==> src/rtl/mxu_pkg.sv <==
package mxu_pkg;
   typedef enum logic [1:0] {
      XFER_IDLE = 2'd0,
      XFER_RD   = 2'd1,
      XFER_WR   = 2'd2
   } xfer_e;
endpackage

==> src/rtl/mxu_handshake.sv <==
module mxu_handshake
   import mxu_pkg::*;
(
   input  logic clk,
   input  logic rst_n,
   input  logic rd_go,
   input  logic wr_go,
   input  logic wait_done,
   input  logic mem_done,
   output logic mem_rd,
   output logic mem_wr,
   output logic busy,
   output logic rd_fin,
   output logic stall
);
   xfer_e state_q, state_d;

   always_comb begin
      state_d = state_q;
      unique case (state_q)
         XFER_IDLE: begin
            if (rd_go)      state_d = XFER_RD;
            else if (wr_go) state_d = XFER_WR;
         end
         XFER_RD, XFER_WR: begin
            if (mem_done) state_d = XFER_IDLE;
         end
         default: state_d = XFER_IDLE;
      endcase
   end

   always_ff @(posedge clk or negedge rst_n) begin
      if (!rst_n) state_q <= XFER_IDLE;
      else        state_q <= state_d;
   end

   assign mem_rd = (state_q == XFER_RD);
   assign mem_wr = (state_q == XFER_WR);
   assign busy   = (state_q != XFER_IDLE);
   assign rd_fin = mem_rd && mem_done;
   assign stall  = wait_done && busy && !mem_done;

   AST_RD_START: assert property (@(posedge clk) disable iff (!rst_n)
      (!mem_rd && !mem_wr && rd_go) |=> mem_rd);
   AST_RD_RELEASE: assert property (@(posedge clk) disable iff (!rst_n)
      $fell(mem_rd) |-> $past(mem_done));
   AST_WR_RELEASE: assert property (@(posedge clk) disable iff (!rst_n)
      $fell(mem_wr) |-> $past(mem_done));
   AST_ONE_REQ: assert property (@(posedge clk) disable iff (!rst_n)
      !(mem_rd && mem_wr));
   AST_STALL_REQ: assert property (@(posedge clk) disable iff (!rst_n)
      stall |-> ((mem_rd || mem_wr) && !mem_done));
endmodule

==> src/rtl/mxu_addr_reg.sv <==
module mxu_addr_reg #(
   parameter int DW = 32
) (
   input  logic          clk,
   input  logic          rst_n,
   input  logic          ld,
   input  logic          busy,
   input  logic [DW-1:0] ibus_in,
   output logic [DW-1:0] addr_q
);
   initial begin
      assert (DW >= 1) else $error("mxu_addr_reg: DW must be at least 1");
   end

   always_ff @(posedge clk or negedge rst_n) begin
      if (!rst_n)           addr_q <= '0;
      else if (ld && !busy) addr_q <= ibus_in;
   end

   AST_ADDR_HELD: assert property (@(posedge clk) disable iff (!rst_n)
      busy |=> $stable(addr_q));
endmodule

==> src/rtl/mxu_data_reg.sv <==
module mxu_data_reg #(
   parameter int DW        = 32,
   parameter bit ZERO_IDLE = 1'b1
) (
   input  logic          clk,
   input  logic          rst_n,
   input  logic          ld_int,
   input  logic          ld_ext,
   input  logic          drv_int,
   input  logic          drv_ext,
   input  logic          wr_busy,
   input  logic          rd_fin,
   input  logic [DW-1:0] ibus_in,
   input  logic [DW-1:0] mem_rdata,
   output logic [DW-1:0] ibus_out,
   output logic          ibus_out_en,
   output logic [DW-1:0] mem_wdata,
   output logic          mem_wdata_en
);
   logic [DW-1:0] data_q;
   logic          take_ext;
   logic          take_int;

   initial begin
      assert (DW >= 1) else $error("mxu_data_reg: DW must be at least 1");
   end

   assign take_ext = ld_ext && rd_fin;
   assign take_int = ld_int && !wr_busy;

   always_ff @(posedge clk or negedge rst_n) begin
      if (!rst_n)        data_q <= '0;
      else if (take_ext) data_q <= mem_rdata;
      else if (take_int) data_q <= ibus_in;
   end

   assign ibus_out_en  = drv_int;
   assign mem_wdata_en = drv_ext;

   generate
      if (ZERO_IDLE) begin : g_gated
         assign ibus_out  = drv_int ? data_q : '0;
         assign mem_wdata = drv_ext ? data_q : '0;
      end else begin : g_raw
         assign ibus_out  = data_q;
         assign mem_wdata = data_q;
      end
   endgenerate

   AST_CAPTURE: assert property (@(posedge clk) disable iff (!rst_n)
      (ld_ext && rd_fin) |=> (data_q == $past(mem_rdata)));
   AST_NO_STRAY: assert property (@(posedge clk) disable iff (!rst_n)
      (!rd_fin && !ld_int) |=> $stable(data_q));
   AST_WDATA_HELD: assert property (@(posedge clk) disable iff (!rst_n)
      (wr_busy && !rd_fin) |=> $stable(data_q));
endmodule

==> src/rtl/mem_xfer_unit.sv <==
module mem_xfer_unit #(
   parameter int DW        = 32,
   parameter bit ZERO_IDLE = 1'b1
) (
   input  logic          clk,
   input  logic          rst_n,
   input  logic [DW-1:0] ibus_in,
   input  logic          addr_ld,
   input  logic          rd_go,
   input  logic          wr_go,
   input  logic          wait_done,
   input  logic          dreg_ld_int,
   input  logic          dreg_drv_int,
   input  logic          dreg_ld_ext,
   input  logic          dreg_drv_ext,
   output logic [DW-1:0] ibus_out,
   output logic          ibus_out_en,
   output logic          stall,
   output logic [DW-1:0] mem_addr,
   output logic          mem_rd,
   output logic          mem_wr,
   output logic [DW-1:0] mem_wdata,
   output logic          mem_wdata_en,
   input  logic [DW-1:0] mem_rdata,
   input  logic          mem_done
);
   logic busy;
   logic rd_fin;

   mxu_handshake u_hs (
      .clk       (clk),
      .rst_n     (rst_n),
      .rd_go     (rd_go),
      .wr_go     (wr_go),
      .wait_done (wait_done),
      .mem_done  (mem_done),
      .mem_rd    (mem_rd),
      .mem_wr    (mem_wr),
      .busy      (busy),
      .rd_fin    (rd_fin),
      .stall     (stall)
   );

   mxu_addr_reg #(.DW(DW)) u_addr (
      .clk     (clk),
      .rst_n   (rst_n),
      .ld      (addr_ld),
      .busy    (busy),
      .ibus_in (ibus_in),
      .addr_q  (mem_addr)
   );

   mxu_data_reg #(.DW(DW), .ZERO_IDLE(ZERO_IDLE)) u_data (
      .clk          (clk),
      .rst_n        (rst_n),
      .ld_int       (dreg_ld_int),
      .ld_ext       (dreg_ld_ext),
      .drv_int      (dreg_drv_int),
      .drv_ext      (dreg_drv_ext),
      .wr_busy      (mem_wr),
      .rd_fin       (rd_fin),
      .ibus_in      (ibus_in),
      .mem_rdata    (mem_rdata),
      .ibus_out     (ibus_out),
      .ibus_out_en  (ibus_out_en),
      .mem_wdata    (mem_wdata),
      .mem_wdata_en (mem_wdata_en)
   );

   AST_ADDR_STEADY_REQ: assert property (@(posedge clk) disable iff (!rst_n)
      (mem_rd && !mem_done) |=> $stable(mem_addr));
endmodule

==> config.mk <==
export PLATFORM = sky130hd
export DESIGN_NAME = mem_xfer_unit
export DESIGN_NICKNAME = d
export VERILOG_FILES = /design/src/rtl/mxu_pkg.sv /design/src/rtl/mxu_handshake.sv /design/src/rtl/mxu_addr_reg.sv /design/src/rtl/mxu_data_reg.sv /design/src/rtl/mem_xfer_unit.sv
export SDC_FILE = /design/constraint.sdc
export NUM_CORES = 1
export LEC_CHECK = 0
export BUFFER_PORTS_ARGS = -buffer_cell sky130_fd_sc_hd__buf_2
export CAP_MARGIN = 5
export CORE_ASPECT_RATIO = 1.25
export CORE_MARGIN = 2
export CORE_UTILIZATION = 46
export DETAILED_ROUTE_END_ITERATION = 6
export GPL_TIMING_DRIVEN = 0
export PLACE_DENSITY = 0.81
export SYNTH_ARGS = -nofsm -noshare
export SYNTH_HDL_FRONTEND = slang
export SYNTH_SLANG_ARGS = --single-unit
==> constraint.sdc <==
create_clock -name clk -period 1.5 [get_ports clk]
set_input_delay 0.15 -clock clk [delete_from_list [all_inputs] [get_ports clk]]
set_output_delay 0.15 -clock clk [all_outputs]
set_load 0.005 [all_outputs]
* Word level (Yosys, flattened, before mapping)
Cells that the tools add are included.
Word-level totals: register bits 66, input bits 75, logic and storage cells 29
Operators by class: eq/ne operators 4, multiplexer cells 8, reductions and logical operators 14
Operator list (number):
- $mux 32 | 4
- $logic_and 1x1->1 | 6
- $mux 2 | 3
- $pmux 2 s2 | 1
- $reduce_bool 2->1 | 2
- $logic_not 1->1 | 3
- $ne 3x3->1 const B | 1
- $eq 2x1->1 const B | 1
- $eq 2x2->1 const B | 1
- $logic_not 2->1 | 1
- $ne 2x2->1 const B | 1
- $reduce_and 2->1 | 1
- $reduce_or 2->1 | 1

* Longest topological paths before layout
word-level depth 5, mapped depth 7, gate-level depth less buffers 5

* Cells and area by module
A second synthesis with hierarchy kept.
Unflattened totals: cell total of the unflattened synthesis 264, area, all modules 3793.6 µm²
Modules (own cells, without submodules):
- mxu_data_reg | instances 1, cells an instance 177, area each 2259.7 µm², seq. area each 800.8 µm²
- mxu_addr_reg | instances 1, cells an instance 69, area each 1358.8 µm², seq. area each 800.8 µm²
- mxu_handshake | instances 1, cells an instance 18, area each 175.2 µm², seq. area each 50.0 µm²

* Worst setup path before layout
OpenSTA, ideal clock, no wires.
kind reg2reg, start reg u_hs.state_q[0], end reg u_data.data_q[10], library setup time 124 ps, arrival time 1263 ps, setup slack 112 ps, cell stages (with the launch flop) 8, buffers on the path 2, clock period less this slack 1388 ps, path through dfrtp_1 > inv_1 > ha_1 > nand2b_4 > buf_6 > buf_8 > mux2i_1 > o21ai_1
On the way: word-level cells in the longest chain between the ends 4
Ends and longest elaborated chain:
- start, declared | line mxu_handshake.sv:16 | xfer_e state_q, state_d;
- start signal, assigned | line mxu_handshake.sv:34 | else state_q <= state_d;
- $eq 2x2->1 | line mxu_handshake.sv:38 | assign mem_wr = (state_q == XFER_WR);
- named net mem_wr | line mem_xfer_unit.sv:21 | output logic mem_wr,
- $logic_not 1->1 | line mxu_data_reg.sv:29 | assign take_int = ld_int && !wr_busy;
- $logic_and 1x1->1 | line mxu_data_reg.sv:29
- $reduce_bool 2->1 (no line)
- end signal, assigned | line mxu_data_reg.sv:33 | else if (take_ext) data_q <= mem_rdata;
- end signal, assigned | line mxu_data_reg.sv:34 | else if (take_int) data_q <= ibus_in;
- end, declared | line mxu_data_reg.sv:20 | logic [DW-1:0] data_q;
The timed path passes the listed nets, and every way through them passes these cells. A chain may end at the register's enable or synchronous reset.

* Worst setup path after layout
start reg u_hs.state_q[1], end out stall
On the way: word-level cells in the longest chain between the ends 3
Ends and longest elaborated chain:
- $reduce_bool 2->1 | line mxu_handshake.sv:39 | assign busy = (state_q != XFER_IDLE);
- $logic_and 1x1->1 (2 in a row) | line mxu_handshake.sv:41 | assign stall = wait_done && busy && !mem_done;
- end, declared | line mem_xfer_unit.sv:18 | output logic stall,
No other way between the ends.

==> reports/metrics.cfg <==
[routing]
drt-met1-wl_um=3540
drt-initial-drc-count=128
dr_wl_met2_um=4850
highest_layer=met4
route.detailed.wl_per_inst_um=15.5
dr_wl_met3_um=541
viasPerCell=4.83
routed_wl_um=9090
ant_nets=0
vias=2841
drc=0
drt_first_pass_iters=4

[synthesis]
ys_seq_area_frac=0.479
syn-cell-area_um2=3440
synthCells=296
ys_seq_elements=66
synth_cell_types=25
yosys_warnings=0
synth_nets=374
synth.avg_cell_area_um2=11.6

[sta]
worst_pin_slew_ns=0.825
whs_ns=0.0199
hold_violations=0
setup_viol=0
tns_ns=0
fin_crit_ns=1.49
maxSlewViolCount=0
max-slew-margin-rel=0.450
rsz0062_at_grt=true
fin_skew_ns=0.00754
fmax_mhz=673
min_period_over_period=0.991

[placement]
postPlaceCellArea_um2=4440
portBuffers=175
gp_congestion=0.847
dp_hpwl_um=6570

[floorplanning]
core_um2=7310
io_pins=176
fp.dieW_um=81.4
rows=35
die_h_um=101
dieArea_um2=8200
initial_core_util=0.471

[clock_tree]
clk_pin_slew_worst_paths_ns=0.07
cts_sinks=66
cts_max_path_buffers=2
cts_tree=yes
numCtsBuffers=9
clk_latency_ns=0.33
cts_root_buf=clkbuf_8
cts_max_level=3

[setup_path]
cp-end-kind=primary output
critPathLaunchType=register
r2r-end=u_data.data_q[0]$_DFFE_PN0P_
crit_fanout=3
critical_path.slowest_cell=dfrtp_1
crit_start=u_hs.state_q[1]$_DFFE_PN0P_
crit_path_end=stall
rr_worst_depth=6
critical_path.cell_chain=inv_2 -> ha_2 -> nor3b_1 -> buf_2
worstPathRequired_ns=1.35
crit_type=register to primary output
reg2reg_from=u_hs.state_q[0]$_DFFE_PN0P_
slowest_delay_ns=0.42
r2r_slack_ns=0.02
arrival_ns=1.34

[layout]
fin_util=0.658
nets=569
diodes=0
design_area_um2=4810
drive_gt1_frac=0.510
synthToLayoutAreaGrowth_pct=39.8
regArea_um2=1650
multi_input_area_um2=1610
nFillCells=610

[worst_hold_path]
hp-class=input pin to register
whs_path_depth=3
hp-start=mem_rdata[16]

[power]
p_per_area_nw_per_um2=1750
leakage_uw=0.00260
peakVddDrop_uv=852
p_total_uw=8420

[global_routing]
grt_first_pass_wirelength_um=13600
overflow=0
first_global_vias=2701
grtUsageTotal=0.221
antenna_found_initial=0
grt_max_degree=67

[job]
cap_violations=0

[outcome]
outcome=finished, final reports clean

synthesized netlist by cell type (all sizes together):
library cell,n,share of area
nand2b,2,0.0058
o21ai,33,0.048
nor3b,1,0.0022
mux2i,32,0.093
nand2,34,0.039
and2,64,0.12
dfrtp,66,0.48
and3,1,0.0018
o22ai,1,0.0018
a21boi,1,0.0022
a2bb2oi,1,0.0025
clkbuf,8,0.0094
buf,14,0.047
ha,3,0.011
mux2,32,0.14
inv,3,0.0033
power breakdown:
part           internal, uW  switching (uW)  total [uW]
clock network           757             676        1430
registers              2660             561        3220
logic                  2290            1470        3770
total                  5710            2710        8420
repair_timing:
action                                 4_1_cts  5_1_grt
buffers inserted                             0        6
hold buffers                                 1        0
cloned                                       0        3
gates resized for setup                      3       25
setup endpoints to repair                   14       32
pin swaps                                    0        1
endpoints found under the hold margin       66        0
logic make-up (layout without fill, tap and decap cells):
logic type      after synthesis  in the layout  share of synthesized area
compound gates               36             36                     0.0545
fa+ha+maj                     3              3                     0.0109
buf+inv                      25            225                     0.0596
flops                        66             66                      0.479
mux                          64             64                      0.230
simple gates                102            102                      0.165
sequential cells by signal (all words and copies together) (netlist names):
register	flops
u_addr.addr_q	32
u_data.data_q	32
u_hs.state_q	2
area by class of cell:
type,instances,share of cell area
multi-input cells,205,0.334
inverters,3,0.00234
flip-flops and latches,66,0.343
plain buffers,21,0.0491
repair buffers,185,0.209
clock buffers,10,0.0265
clock inverters,6,0.0120
well taps,92,0.0239
routing by layer:
| layer | track usage | vias to the layer above |
|---|---|---|
| met5 | 0 | - |
| li1 | - | 1373 |
| met3 | 0.0349 | 12 |
| met1 | 0.269 | 1344 |
| met4 | 0.0900 | 0 |
| met2 | 0.386 | 112 |
per-stage QoR:
stage | cells | setup WS [ns]
after global routing | 588 | -0.0449
final | 588 | 0.0140
after global placement | 563 | 0.0170
after CTS | 580 | 0.0140
after floorplan | 296 | 0.112
after detailed placement | 563 | -0.0257
worst max-delay path, delay by kind of cell (launching register included):
kind / cells / cell delay, ns
buffers and inverters: 2 / 0.20
and+or+nand+nor: 1 / 0.18
DFF: 1 / 0.42
adders and majority gates: 1 / 0.20
worst min-delay path by stage:
| stage | end | slack (ns) |
|---|---|---|
| 2_1_floorplan | u_addr.addr_q[0]$_DFFE_PN0P_ | -0.15 |
| 4_1_cts | u_data.data_q[2]$_DFFE_PN0P_ | 0.009 |
| 6_report | u_data.data_q[16]$_DFFE_PN0P_ | 0.02 |
| 3_3_place_gp | u_data.data_q[2]$_DFFE_PN0P_ | 0.35 |
| 5_1_grt | u_data.data_q[5]$_DFFE_PN0P_ | 0.02 |
| 3_5_place_dp | u_addr.addr_q[10]$_DFFE_PN0P_ | 0.30 |
cells in the final DEF (no fill, tap or decap), drive strengths merged:
cell and instances:
and3 1, and2 64, a2bb2oi 1, nand2b 2
o21ai 33, a21boi 1, bufinv 1, dfrtp 66
clkinv 4, o22ai 1, inv 3, clkbuf 19
mux2i 32, clkinvlp 1, dlygate4sd3 1, nor3b 1
buf 196, nand2 34, mux2 32, ha 3
Power figures use the tool's default switching activity.
